`config.mk`:
```
export PLATFORM = sky130hd
export DESIGN_NAME = cfg_latch_ctrl
export DESIGN_NICKNAME = d
export VERILOG_FILES = /design/src/rtl/cfg_latch_ctrl.sv
export SDC_FILE = /design/constraint.sdc
export NUM_CORES = 1
export LEC_CHECK = 0
export ABC_AREA = 1
export BUFFER_PORTS_ARGS = -buffer_cell sky130_fd_sc_hd__buf_2
export CORE_ASPECT_RATIO = 1.5
export CORE_UTILIZATION = 45
export DETAILED_ROUTE_END_ITERATION = 16
export GPL_ROUTABILITY_DRIVEN = 0
export PLACE_DENSITY = 0.71
export SLEW_MARGIN = 15
export SYNTH_ARGS = -nofsm -noshare
export SYNTH_HDL_FRONTEND = slang
export SYNTH_SLANG_ARGS = --single-unit
```
`constraint.sdc`:
```
create_clock -name clk -period 2 [get_ports clk]
set_input_delay 0 -clock clk [delete_from_list [all_inputs] [get_ports clk]]
set_output_delay 0 -clock clk [all_outputs]
set_load 0.05 [all_outputs]
```
`src/rtl/cfg_latch_ctrl.sv`:
```
`timescale 1ns/1ps
module cfg_latch_ctrl #(
  parameter int NREG = 16,
  parameter int DW = 8,
  parameter int SE_DLY = 125000,
  parameter logic [7:0] CTRL_ADDR = 8'hF0,
  parameter logic [7:0] RELOAD_ADDR = 8'hF1,
  parameter int NAW = (NREG > 1) ? $clog2(NREG) : 1
) (
  input  logic                clk,
  input  logic                rst_n,
  input  logic                uvlo_ok,
  input  logic                wr_en,
  input  logic [7:0]          wr_addr,
  input  logic [DW-1:0]       wr_data,
  input  logic [7:0]          rd_addr,
  output logic [DW-1:0]       rd_data,
  output logic                bus_nack,
  input  logic                erase_cmd,
  output logic                erase_go,
  output logic                nvm_rd,
  output logic [NAW-1:0]      nvm_addr,
  input  logic [DW-1:0]       nvm_data,
  output logic                busy,
  output logic                cfg_done,
  output logic                se_load,
  output logic [NREG*DW-1:0]  cfg_q
);
  localparam int CW = $clog2(NREG + 1);
  localparam int SW = $clog2(SE_DLY + 1);

  typedef enum logic [1:0] {S_OFF, S_LOAD, S_COMMIT, S_RUN} st_t;

  st_t              st;
  logic [CW-1:0]    cnt;
  logic             xp, ers_en, done_q, se_arm, se_p;
  logic [SW-1:0]    se_cnt;
  logic [NREG*DW-1:0] a_flat;
  logic [DW-1:0]    rd_cfg;

  wire ready  = (st == S_RUN);
  wire wr_ok  = wr_en & ready;
  wire cap    = (st == S_LOAD) && (cnt != '0);
  wire [CW-1:0] cap_idx = cnt - CW'(1);
  wire commit = wr_ok && (wr_addr == CTRL_ADDR) && wr_data[1];
  wire reload = wr_ok && (wr_addr == RELOAD_ADDR) && wr_data[0];
  wire copy_all = (st == S_COMMIT) || commit;

  assign busy     = (st == S_LOAD) || (st == S_COMMIT);
  assign bus_nack = (wr_en | erase_cmd) & ~ready;
  assign erase_go = erase_cmd & ready & ers_en;
  assign nvm_rd   = (st == S_LOAD) && (cnt < CW'(NREG));
  assign nvm_addr = cnt[NAW-1:0];
  assign cfg_done = done_q;
  assign se_load  = se_p;

  always_ff @(posedge clk or negedge rst_n) begin
    if (!rst_n) begin
      st <= S_OFF;
      cnt <= '0;
      xp <= 1'b0;
      ers_en <= 1'b0;
      done_q <= 1'b0;
      se_arm <= 1'b0;
      se_cnt <= '0;
      se_p <= 1'b0;
    end else begin
      se_p <= 1'b0;
      case (st)
        S_OFF: if (uvlo_ok) begin
          st <= S_LOAD;
          cnt <= '0;
        end
        S_LOAD: begin
          if (cnt == CW'(NREG)) st <= S_COMMIT;
          else cnt <= cnt + CW'(1);
        end
        S_COMMIT: begin
          st <= S_RUN;
          if (!done_q) begin
            done_q <= 1'b1;
            se_arm <= 1'b1;
            se_cnt <= '0;
          end
        end
        default: begin
          if (reload) begin
            st <= S_LOAD;
            cnt <= '0;
          end
          if (wr_ok && wr_addr == CTRL_ADDR) begin
            xp <= wr_data[0];
            ers_en <= wr_data[2];
          end
        end
      endcase
      if (se_arm) begin
        if (se_cnt == SW'(SE_DLY - 1)) begin
          se_p <= 1'b1;
          se_arm <= 1'b0;
        end else begin
          se_cnt <= se_cnt + SW'(1);
        end
      end
    end
  end

  for (genvar g = 0; g < NREG; g++) begin : g_reg
    logic [DW-1:0] a_r, b_r;
    wire hit = wr_ok && (wr_addr == 8'(g));
    always_ff @(posedge clk or negedge rst_n) begin
      if (!rst_n) begin
        a_r <= '0;
        b_r <= '0;
      end else begin
        if (cap && cap_idx == CW'(g)) a_r <= nvm_data;
        else if (hit) a_r <= wr_data;
        if (copy_all) b_r <= a_r;
        else if (hit && xp) b_r <= wr_data;
      end
    end
    assign a_flat[g*DW +: DW] = a_r;
    assign cfg_q[g*DW +: DW]  = b_r;
  end

  always_comb begin
    rd_cfg = '0;
    for (int i = 0; i < NREG; i++)
      if (rd_addr == 8'(i)) rd_cfg = a_flat[i*DW +: DW];
  end

  always_comb begin
    if (rd_addr == CTRL_ADDR) rd_data = {{(DW-3){1'b0}}, ers_en, 1'b0, xp};
    else if (rd_addr == RELOAD_ADDR) rd_data = '0;
    else rd_data = rd_cfg;
  end
endmodule

```
Yosys cells after proc, flatten, opt, wreduce, memory -nomap -nowiden
Index checks and enable logic that the tools add are counted.
{"block": "word_totals", "regBits": 285, "output_inout_bits": 146}
{"block": "op_classes", "add_sub_neg": 3, "order_cmp": 1, "eq_ne": 57, "n_mux": 100, "n_bitwise": 8, "reduce_logical": 99}
{"cell": "$mux 8", "count": 82}
{"cell": "$eq 8x4->1 const B", "count": 16}
{"cell": "$mux 17", "count": 4}
{"cell": "$eq 8x3->1 const B", "count": 8}
{"cell": "$reduce_bool 2->1", "count": 32}
{"cell": "$logic_and 1x1->1", "count": 54}
{"cell": "$eq 5x4->1 const B", "count": 8}
{"cell": "$eq 8x2->1 const B", "count": 4}
{"cell": "$eq 8x8->1 const B", "count": 4}
{"cell": "$eq 5x3->1 const B", "count": 4}
{"cell": "$add 17x1->17 const B", "count": 1}
{"cell": "$eq 17x17->1 const B", "count": 1}
{"cell": "$eq 8x1->1 const B", "count": 2}
{"cell": "$logic_not 8->1", "count": 2}
{"cell": "$mux 5", "count": 3}
{"cell": "$pmux 5 s3", "count": 1}
{"cell": "$eq 5x2->1 const B", "count": 2}
{"cell": "$mux 1", "count": 6}
{"cell": "$mux 2", "count": 3}
{"cell": "$pmux 2 s3", "count": 1}
{"cell": "$add 5x1->5 const B", "count": 1}
{"cell": "$eq 5x1->1 const B", "count": 1}
{"cell": "$eq 5x5->1 const B", "count": 1}
{"cell": "$logic_not 5->1", "count": 1}
{"cell": "other kinds (18)", "count": 26}

Logic depth before layout (Yosys ltp)
{"block": "logic_depth", "word_depth": 19, "depth_mapped": 16, "mapped_depth_nobuf": 16}

Worst setup path after synthesis
OpenSTA, ideal clock, no wires.
{"block": "synth_timing", "path_type": "flip-flop to flip-flop", "start": "register cnt[0]", "end": "register g_reg[5].a_r[5]", "arrival_time_ns": 1.871, "required_ns": 1.854, "slack_ns": -0.017, "path_stages_with_launch": 10, "synth_period_minus_slack_ns": 2.017, "path_cell_list": "dfrtp_1 > inv_1 > ha_1 > nand3_1 > xor2_1 > inv_2 > nand3_2 > nor2_1 > buf_2 > o311ai_0"}
{"block": "synth_via", "elab_chain_len": 4}
{"item": "start: declaration", "line": "35", "source": "logic [CW-1:0] cnt;"}
{"item": "start signal: assignment", "line": "76", "source": "else cnt <= cnt + CW'(1);"}
{"item": "$sub 5x1->5 / $reduce_bool 5->1 (equally long branches)", "line": "44, 43"}
{"item": "$eq 5x3->1 / $logic_and 1x1->1 (equally long branches)", "line": "116, 43"}
{"item": "$logic_and 1x1->1 (*)", "line": "116", "source": "if (cap && cap_idx == CW'(g)) a_r <= nvm_data;"}
{"item": "$mux 8 / $reduce_bool 2->1 (equally long branches)"}
{"item": "end signal: assignment", "line": "116"}
{"item": "end signal: assignment", "line": "117", "source": "else if (hit) a_r <= wr_data;"}
{"item": "end: declaration", "line": "109", "source": "logic [DW-1:0] a_r, b_r;"}
Every way passes the cells marked *; elsewhere a longest branch is shown, timed or not.
A chain may end at the register's enable or synchronous reset.

Worst setup path in the final report
{"block": "layout_timing", "start": "register g_reg[1].a_r[2]", "end": "output rd_data[2]"}
{"block": "layout_via", "elab_chain_len": 17}
{"item": "start: declaration", "line": "109"}
{"item": "start signal: assignment", "line": "116"}
{"item": "start signal: assignment", "line": "117"}
{"item": "$mux 8 (15 in a row)", "line": "129", "source": "if (rd_addr == 8'(i)) rd_cfg = a_flat[i*DW +: DW];"}
{"item": "$mux 8", "line": "134", "source": "else if (rd_addr == RELOAD_ADDR) rd_data = '0;"}
{"item": "$mux 8", "line": "133", "source": "if (rd_addr == CTRL_ADDR) rd_data = {{(DW-3){1'b0}}, ers_en, 1'b0, xp};"}
{"item": "end: declaration", "line": "17", "source": "output logic [DW-1:0] rd_data,"}
Every way passes these cells.

==> qor.csv <==
stage;metric;value;unit
floorplan;dieArea;33310;sq um
yosys;syn_avg_cell_area;8.355;sq um
cts;clock_latency;570;ps
power;power_leakage;9.176;nW
setup_path;cp.arrival;2300;ps
power;power_switching;0.01514;W
place;dp_hpwl;40700;um
floorplan;core;31930;sq um
detailed_routing;vias_per_cell;6.042;
setup_path;worst_ep_required_time;2000;ps
yosys;synth-edff-count;0;
yosys;synth_cells;1754;
setup_path;end_kind;output pin;
setup_path;crit_type;flip-flop to output pin;
global_routing;antenna_found_initial;1;
timing;setup_violations;32;
cts;cts-buffers-inserted;27;
timing;final_max_slew_viol_count;0;
timing;fin_worst_skew;15.27;ps
yosys;synth.distinct_cells;43;
setup_path;cp_max_fo;2;
timing;tightest_slew;717.5;ps
floorplan;start_util;0.4589;
layout;nNetsFinal;2183;
yosys;synth.most_common_cell;nand2_1;
yosys;yosysTopAreaCellShare;0.4867;
global_routing;grt_pass1_wl;84780;um
power;finalPower;0.03119;W
timing;rsz0062_at_grt;yes;
power;p_clk_frac;0.165;
floorplan;die_h;223.0;um
cts;clk_path_buf_depth;3;
timing;fmax;0.4355;GHz
place;dp_cells;2442;
layout;fin_cells;2564;
power;comb_power_share;0.503;
timing;hold_viol_final;10;
yosys;ys_top_cells_by_count;nand2_1 (482), dfrtp_1 (285), nand3_1 (203);
power;seqPwrFrac;0.331;
timing;holdWs;-45.51;ps
detailed_routing;routedWlPerCell;22.47;um
outcome;status;finished with violations;
power;power_density;1581;nW/um^2
cts;cts_sinks;285;
timing;period_share;1.148;
setup_path;cp-start-kind;flip-flop;
flow_run;cap_violations;0;
yosys;ys_ff_latch;285;
layout;areaGrowthSynthToFinish;34.65;%
floorplan;rows;80;
timing;setup_ws;-296.4;ps
cts;clk_pin_slew;70;ps
yosys;synth_async_sr_flop_share;1.000;
yosys;synth_top_area_cell;dfrtp_1;
floorplan;die_w;149.3;um
layout;drive_above_1_share;0.3137;
global_routing;overflow;0;
yosys;seq_area_frac_synth;0.4867;
detailed_routing;drc_errors;0;
detailed_routing;drt_first_pass_iters;6;
timing;fin_crit;2296;ps
timing;setup_tns;-2505;ps
place;place_ws;-111.4;ps
yosys;synthesis.area;14650;sq um
power;p_sw_frac;0.4855;
cts;root_buffer;clkbuf_16;
power;p_int;0.01605;W
cts;tritoncts;yes;
yosys;syn-num-nets;1803;
outcome;violations;hold timing, setup timing;
power;ir_worst_vdd;1250;uV
detailed_routing;routed_wl;57620;um
yosys;ys.flop_type;dfrtp_1;
detailed_routing;ant_nets;0;
yosys;synthTopCellsByArea;dfrtp_1 (49%), nand2_1 (12%), nand3_1 (6.9%), o221ai_1 (4.4%), inv_1 (4.0%);
global_routing;grt_pass1_vias;14860;
global_routing;grt_usage;0.3386;
yosys;synth_warnings;0;
floorplan;io_pins;183;
layout;fin_util;0.6179;
timing;maxSlewHeadroom;0.5187;
place;port_buffers;182;
detailed_routing;dr.first_iter.drc_count;1561;
detailed_routing;vias;15490;
min_path;hp-class;input pin to asynchronous set/reset pin;
global_routing;grt_max_degree;68;
cts;htree_levels;1;
==> final timing paths <==
kind                                 start                to  slack (ps)  cells after the start
min                                  rst_n  g_reg[15].b_r[4]         -50                      2
min in group clk                wr_addr[5]                xp          20                      5
max in group asynchronous            rst_n  g_reg[15].a_r[6]        1130                      3
min reg2reg                g_reg[6].b_r[5]   g_reg[6].b_r[5]         480                      2
max reg2reg                          st[1]   g_reg[2].b_r[6]         -90                     12
max                        g_reg[1].a_r[2]        rd_data[2]        -300                     11
==> cell families after synthesis <==
family	count (synthesis)	synth area share
AO/OA/AOI/OAI	306	0.1549
AND/OR/NAND/NOR	902	0.2789
flip-flops	285	0.4867
XOR/XNOR	4	0.002391
adder cells (fa/ha/maj)	12	0.01025
buffers and inverters	245	0.06694
==> layer usage <==
| layer | vias up | share of wire | wire length (um) | GRT usage |
|---|---|---|---|---|
| li1 | 6809 | - | - | - |
| met1 | 7399 | 0.36 | 20510 | 0.4090 |
| met2 | 961 | 0.46 | 26590 | 0.5393 |
| met3 | 323 | 0.089 | 5108 | 0.05501 |
| met4 | 0 | 0.094 | 5411 | 0.2535 |
| met5 | - | 0 | 0 | 0 |
==> stage by stage <==
step,instance area [sq um],hold slack [ps]
after floorplan,14660,-295.6
final,19730,-45.51
after detailed placement,17200,0.3684
after global placement,17200,-4.048
after global routing,19730,19.93
after CTS,18560,0.4924
==> power groups by stage <==
stage / sequential, W / combinational (W) / clock [W]
floorplan: 0.0136 / 0.00547 / 0
global placement: 0.0102 / 0.0136 / 0
detailed placement: 0.0103 / 0.0139 / 0
CTS: 0.0102 / 0.0143 / 0.00516
global route: 0.0106 / 0.0166 / 0.00537
finish: 0.0103 / 0.0157 / 0.00515
==> registers in the layout, summed over array words and instances (netlist names) <==
name	count
cfg_done	1
g.a_r	128
se_load	1
st	2
xp	1
se_cnt	17
se_arm	1
cnt	5
g.b_r	128
ers_en	1
==> repair_timing <==
item / CTS / global route
setup endpoints to repair: 76 / 282
hold buffers: 23 / 0
buffers inserted: 7 / 35
cloned: 1 / 9
pin swaps: 18 / 77
gates resized for setup: 69 / 225
endpoints found under the hold margin: 385 / 0
==> cell usage in the layout, fill, tap and decap left out, types with 20 or more instances in the layout <==
| cell | n |
|---|---|
| nand2_1 | 453 |
| dfrtp_1 | 285 |
| buf_2 | 173 |
| nand3_1 | 163 |
| buf_4 | 152 |
| inv_1 | 127 |
| nor2_1 | 85 |
| o221ai_1 | 73 |
| o211ai_1 | 69 |
| a21oi_1 | 44 |
| nor2_4 | 41 |
| inv_2 | 40 |
| nand3_2 | 39 |
| nor2_2 | 36 |
| clkbuf_16 | 32 |
| nand2_2 | 26 |
| a22oi_1 | 26 |
| o311ai_0 | 26 |
| buf_6 | 25 |
| dlygate4sd3_1 | 23 |
| nand4_1 | 22 |
| o21ai_0 | 20 |
==> critical path, stage by stage, from the launching register on <==
cell and delay (ps):
dfrtp_1 390, nand2_1 90, nand3_2 90, nor2_2 140
nand4_1 120, nand2_1 80, nand4_1 120, nor2_1 140
nand4_1 160, nand2_4 170, nand2_4 80, buf_8 150
==> cell type report <==
class                   instances  area [sq um]
fillers                      2621         12200
multi-input cells            1228          7318
flip-flops and latches        285          7132
repair buffers                405          3164
clock buffers                  35         755.7
inverters                     187         742.0
well taps                     410         513.0
clock inverters                12         101.3
diodes                          2         5.005
(Power assumes the default switching activity.)
